--- config.mk ---
export PLATFORM = sky130hd
export DESIGN_NAME = flash_guard
export DESIGN_NICKNAME = d
export VERILOG_FILES = /design/src/rtl/flash_guard.sv
export SDC_FILE = /design/constraint.sdc
export NUM_CORES = 1
export LEC_CHECK = 0
export ABC_AREA = 1
export BUFFER_PORTS_ARGS = -buffer_cell sky130_fd_sc_hd__buf_4
export CORE_ASPECT_RATIO = 0.9
export CORE_MARGIN = 2
export CORE_UTILIZATION = 60
export DETAILED_ROUTE_END_ITERATION = 6
export PLACE_DENSITY = 0.9
export SYNTH_ARGS = -nofsm -noshare
export SYNTH_HDL_FRONTEND = slang
export SYNTH_SLANG_ARGS = --single-unit
--- constraint.sdc ---
create_clock -name clk -period 4.5 [get_ports clk]
set_input_delay 0.225 -clock clk [delete_from_list [all_inputs] [get_ports clk]]
set_output_delay 0.225 -clock clk [all_outputs]
set_load 0.05 [all_outputs]
--- src/rtl/flash_guard.sv ---
module flash_guard #(
  parameter int         MEM_AW  = 21,
  parameter int         SECT_AW = 16,
  parameter logic [7:0] OP_WREN = 8'h06,
  parameter logic [7:0] OP_WRSR = 8'h01,
  parameter logic [7:0] OP_PROG = 8'h02,
  parameter logic [7:0] OP_SECT = 8'hD8,
  parameter logic [7:0] OP_BULK = 8'hC7
) (
  input  logic       clk,
  input  logic       rst_n,
  input  logic       cs_n,
  input  logic       sck,
  input  logic       sdi,
  input  logic       wp_n,
  output logic       so_oe,
  output logic [7:0] status,
  output logic       grant,
  output logic       deny,
  output logic [2:0] op_kind
);

  localparam logic [2:0] K_NONE = 3'd0;
  localparam logic [2:0] K_STAT = 3'd1;
  localparam logic [2:0] K_PROG = 3'd2;
  localparam logic [2:0] K_SECT = 3'd3;
  localparam logic [2:0] K_BULK = 3'd4;

  logic              sck_q, cs_q;
  logic [2:0]        bitc, nby;
  logic [6:0]        shreg;
  logic [7:0]        opc;
  logic [MEM_AW-1:0] addr;
  logic              dat_wd;
  logic [2:0]        dat_bp;
  logic              wd, wel;
  logic [2:0]        bp;

  wire       sck_rise  = sck & ~sck_q & ~cs_n;
  wire       cs_rise   = cs_n & ~cs_q;
  wire [7:0] byte_in   = {shreg, sdi};
  wire       byte_done = sck_rise && (bitc == 3'd7);

  assign so_oe  = 1'b0;
  assign status = {wd, 2'b00, bp, wel, 1'b0};

  always_ff @(posedge clk or negedge rst_n) begin
    if (!rst_n) begin
      sck_q  <= 1'b0;
      cs_q   <= 1'b1;
      bitc   <= '0;
      nby    <= '0;
      shreg  <= '0;
      opc    <= '0;
      addr   <= '0;
      dat_wd <= 1'b0;
      dat_bp <= '0;
    end else begin
      sck_q <= sck;
      cs_q  <= cs_n;
      if (cs_n) begin
        bitc <= '0;
        nby  <= '0;
      end else if (sck_rise) begin
        bitc  <= bitc + 3'd1;
        shreg <= byte_in[6:0];
        if (byte_done) begin
          if (nby != 3'd7) nby <= nby + 3'd1;
          if (nby == 3'd0) opc <= byte_in;
          if (nby == 3'd1) begin
            dat_wd <= byte_in[7];
            dat_bp <= byte_in[4:2];
          end
          if (nby >= 3'd1 && nby <= 3'd3) addr <= {addr[MEM_AW-9:0], byte_in};
        end
      end
    end
  end

  function automatic logic fenced(input logic [2:0] code, input logic [MEM_AW-1:0] a);
    int k;
    logic h;
    k = 7 - int'(code);
    h = (code != 3'd0);
    if (code != 3'd0 && code != 3'd7)
      for (int i = 0; i < 7; i++)
        if (i < k && !a[MEM_AW-1-i]) h = 1'b0;
    return h;
  endfunction

  wire whole   = cs_rise && (bitc == 3'd0);
  wire is_we   = whole && opc == OP_WREN && nby == 3'd1;
  wire is_sr   = whole && opc == OP_WRSR && nby == 3'd2;
  wire is_pp   = whole && opc == OP_PROG && nby >= 3'd5;
  wire is_se   = whole && opc == OP_SECT && nby == 3'd4;
  wire is_be   = whole && opc == OP_BULK && nby == 3'd1;
  wire hw_lock = wd & ~wp_n;

  wire [MEM_AW-1:0] sect_top = {addr[MEM_AW-1:SECT_AW], {SECT_AW{1'b1}}};

  logic       g, d;
  logic [2:0] k;

  always_comb begin
    g = 1'b0;
    d = 1'b0;
    k = K_NONE;
    if (is_sr) begin
      k = K_STAT;
      if (!wel || hw_lock) d = 1'b1; else g = 1'b1;
    end else if (is_pp) begin
      k = K_PROG;
      if (!wel || fenced(bp, addr)) d = 1'b1; else g = 1'b1;
    end else if (is_se) begin
      k = K_SECT;
      if (!wel || fenced(bp, sect_top)) d = 1'b1; else g = 1'b1;
    end else if (is_be) begin
      k = K_BULK;
      if (!wel || bp != 3'd0) d = 1'b1; else g = 1'b1;
    end
  end

  always_ff @(posedge clk or negedge rst_n) begin
    if (!rst_n) begin
      grant   <= 1'b0;
      deny    <= 1'b0;
      op_kind <= K_NONE;
      wd      <= 1'b0;
      bp      <= '0;
      wel     <= 1'b0;
    end else begin
      grant   <= g;
      deny    <= d;
      op_kind <= k;
      if (is_we) wel <= 1'b1;
      if (g || d) wel <= 1'b0;
      if (g && is_sr) begin
        wd <= dat_wd;
        bp <= dat_bp;
      end
    end
  end

  assert_one_strobe_R12: assert property (@(posedge clk) disable iff (!rst_n)
    !(grant && deny));
  assert_strobe_pulse_R12: assert property (@(posedge clk) disable iff (!rst_n)
    (grant || deny) |=> !(grant || deny));
  assert_status_quiet_R12: assert property (@(posedge clk) disable iff (!rst_n)
    !($past(cs_n) && !$past(cs_n, 2)) |-> $stable(status));
  assert_latch_cleared_R8: assert property (@(posedge clk) disable iff (!rst_n)
    (grant || deny) |-> !status[1]);
  assert_grant_needs_latch_R9: assert property (@(posedge clk) disable iff (!rst_n)
    grant |-> $past(status[1]));
  assert_hw_lock_R5: assert property (@(posedge clk) disable iff (!rst_n)
    (grant && op_kind == K_STAT) |-> (!$past(status[7]) || $past(wp_n)));
  assert_bulk_fence_R11: assert property (@(posedge clk) disable iff (!rst_n)
    (grant && op_kind == K_BULK) |-> $past(status[4:2]) == 3'd0);

endmodule

==> results.tsv <==
stage	metric	value	unit
pwr	power density over cell area	297.8	nW/um^2
global_route	global-route wire length before repair	8.321	mm
die	Die W	74.27	microns
pwr	IR Drop Worst-Case VDD	0.0002313	V
cts	Max Buffers Root-to-Sink	2	
drt	DR vias/cell	5.165	
cells_and_area	Area Overhead vs Synth	8.775	%
timing	count of endpoints failing setup in the final report	0	
drt	Post-Route WL	4.821	mm
timing	Layout Skew	8.512	ps
cts	sinks on the clock net	54	
drt	total DRC errors in the routed layout	0	
synth	Mapped Avg Cell Area	8.713	sq um
cts	number of H-tree branching levels	2	
timing	headroom to the max-slew limit	56.99	%
synth	number of synthesized register bits	54	
cells_and_area	Final nets	336	
placed_design	weighted congestion reported at the end of routability-driven placement	0.8840	
synth	YS warnings	0	
worst_setup_path	required time of the worst setup path	4740	ps
timing	final clock period utilization by the worst path	41.15	%
cells_and_area	fraction of final layout cells sized beyond drive strength 1	18.01	%
synth	number of distinct standard cells referenced by the synthesized netlist	31	
global_route	Tot GR Track Use	22.47	%
timing	RSZ-0062 raised after global routing	no	
synth	gate count after technology mapping	306	
timing	Setup TNS Final	0	ps
global_route	number of antenna violations at the first check in global routing	0	
cts	clock insertion delay at the later pin of the skew report	310	ps
timing	max-slew violations	0	
cts	CTS tree	done	
worst_setup_path	arrival time of the worst setup path	2090	ps
run	max capacitance violation total	0	
drt	via count of the routed design	1973	
worst_setup_path	R2R Setup Slk	2650	ps
global_route	via count of the first global-routing pass	1881	
placed_design	post-DP HPWL	3.490	mm
status	status	completed	
drt	Routed wire per std cell	12.62	microns
timing	final worst setup slack	2648	ps
worst_setup_path	critical path class	flop to flop	
synth	post-synthesis cell area	2666	sq um
placed_design	worst slack after detailed placement	2698	ps
timing	maximum clock frequency	540.1	MHz
timing	Slew @ Worst Pin	645.1	ps
worst_setup_path	cell with the largest stage delay on the worst path	dfrtp_1	
cells_and_area	Finished Core Util	69.32	%
die	top-level I/O count	20	
worst_setup_path	cell-by-cell listing of the critical path	inv_1 > ha_1 > inv_1 > nand2_1 > nor2_1 > a21oi_2 > o21ai_2 > buf_4 > nor2_1 > a21oi_2	
worst_setup_path	kind of end point of the critical path	flop	
worst_setup_path	maximum single-stage delay on the critical path	430	ps
cts	clock-pin slew on the worst setup and hold paths	90	ps
die	Core Area	4184	sq um
hold_path	min-delay worst type	input port to flop	
die	Total Die Area	4994	sq um
timing	hold violation total from the final report	0	
die	Chip Height	67.24	microns
global_route	overflow left after global routing	0	
cts	Post-CTS Setup Inserts	0	
drt	Iter 0 DRT Violations	124	
worst_setup_path	largest fanout of any net on the critical path	34	
cts	number of buffers inserted during clock tree synthesis	5	
drt	count of antenna-violating nets left after detailed routing	0	
timing	Final min period	1852	ps
worst_setup_path	nature of the critical path startpoint	flop	
synth	post-synthesis sequential area ratio	50.73	%
pwr	total leakage power	0.001502	uW
cells_and_area	total inserted antenna cells	0	
die	starting density of the core	63.73	%
drt	total iterations of the first detailed-routing run	5	
die	Site Rows	22	
cts	buffer cell driving the clock tree root	clkbuf_8	
placed_design	number of buffer cells added on primary ports	15	
global_route	pin count of the biggest net entering global routing	55	
logic make-up after synthesis:
kind of cell | Yosys count | share of synthesized area, %
buf+inv | 56 | 9.620
flops | 54 | 50.73
compound gates | 50 | 10.98
other cells | 1 | 0.1406
simple gates | 136 | 24.31
fa+ha+maj | 9 | 4.223
through the flow:
stage | area (sq um) | hold slack (ps) | cells | power, uW
after floorplan | 2678 | -70.59 | 309 | 551.0
after global placement | 2785 | 297.2 | 373 | 571.8
final | 2900 | 28.18 | 382 | 863.7
after detailed placement | 2785 | 298.8 | 373 | 575.2
after global routing | 2900 | 1.672 | 382 | 899.7
after CTS | 2900 | 14.42 | 382 | 870.1
cell usage in the layout, fill, tap and decap left out, types with 3 or more instances in the layout:
cell	count
a21oi_2	6
clkbuf_8	7
nand3_1	13
nand2_2	5
nand2_1	73
inv_2	6
dfrtp_1	53
nand4_1	3
inv_1	38
o21ai_0	27
nor2_2	4
ha_1	9
a21oi_1	5
conb_1	4
buf_4	16
o21ai_1	5
o21ai_2	5
nor3_1	4
nor2_1	23
nand3b_1	3
final timing paths:
path,start,to,cells past startpoint
worst min register to register,dat_wd$_DFFE_PN0P_,dat_wd$_DFFE_PN0P_,2
max in group asynchronous,rst_n,addr[15]$_DFFE_PN0P_,2
worst max-delay path,nby[1]$_DFFE_PN0P_,addr[9]$_DFFE_PN0P_,10
min in group asynchronous,rst_n,wd$_DFFE_PN0P_,2
worst min-delay path,sck,sck_q$_DFF_PN0_,1
worst max register to register,nby[1]$_DFFE_PN0P_,addr[9]$_DFFE_PN0P_,10
worst max-delay path: cells and delay by family (launching register included):
kind / cells / cell delay (ps)
adders and majority gates: 1 / 220
and+or+nand+nor: 3 / 330
DFF: 1 / 430
AOI/OAI and AO/OA: 3 / 280
buffers and inverters: 3 / 530
per-layer routing:
metal	global-route usage (%)	routed length (microns)	vias to the layer above
li1	-	-	977
met3	6.716	296	10
met5	0	0	-
met2	37.28	2308	62
met4	10.04	107	0
met1	27.26	2109	924
cells in the mapped netlist (all sizes together):
cell / n / share of area (%)
nand2: 79 / 12
dfrtp: 53 / 50
inv: 44 / 6.2
o21ai: 37 / 7.5
nor2: 29 / 5.7
nand3: 16 / 3.8
a21oi: 11 / 2.9
buf: 10 / 3.1
ha: 9 / 4.2
nor3: 5 / 1.1
nand3b: 3 / 0.84
nand4: 3 / 0.70
clkbuf: 2 / 0.28
a211oi: 1 / 0.28
a21boi: 1 / 0.28
and2: 1 / 0.23
conb: 1 / 0.14
dfstp: 1 / 0.99
registers in the layout, summed over array words and instances (netlist names):
signal and flops:
bitc 3, dat_bp 3, grant 1, deny 1
dat_wd 1, shreg 7, sck_q 1, addr 17
opc 8, cs_q 1, op_kind 3, wd 1
wel 1, bp 3, nby 3
where the power goes:
part           internal [uW]  switching [uW]  total, uW  leakage (uW)
sequential               500            6.53        506      0.000694
combinational           13.2            47.5       60.6      0.000753
clock                    141             156        297     0.0000544
layout make-up:
| cell class | count | area, sq um |
|---|---|---|
| clock inverter | 1 | 8.758 |
| clock buffer | 7 | 96.34 |
| tap | 60 | 75.07 |
| timing repair buffer | 17 | 130.1 |
| fill | 338 | 1284 |
| sequential | 54 | 1353 |
| multi-input combinational | 199 | 1072 |
| inverter | 44 | 165.2 |
repair_timing:
action                                 in CTS  in global routing
gates resized for setup                     0                  0
hold buffers                                1                  0
endpoints found under the hold margin      53                  0
Power figures use the tool's default switching activity.
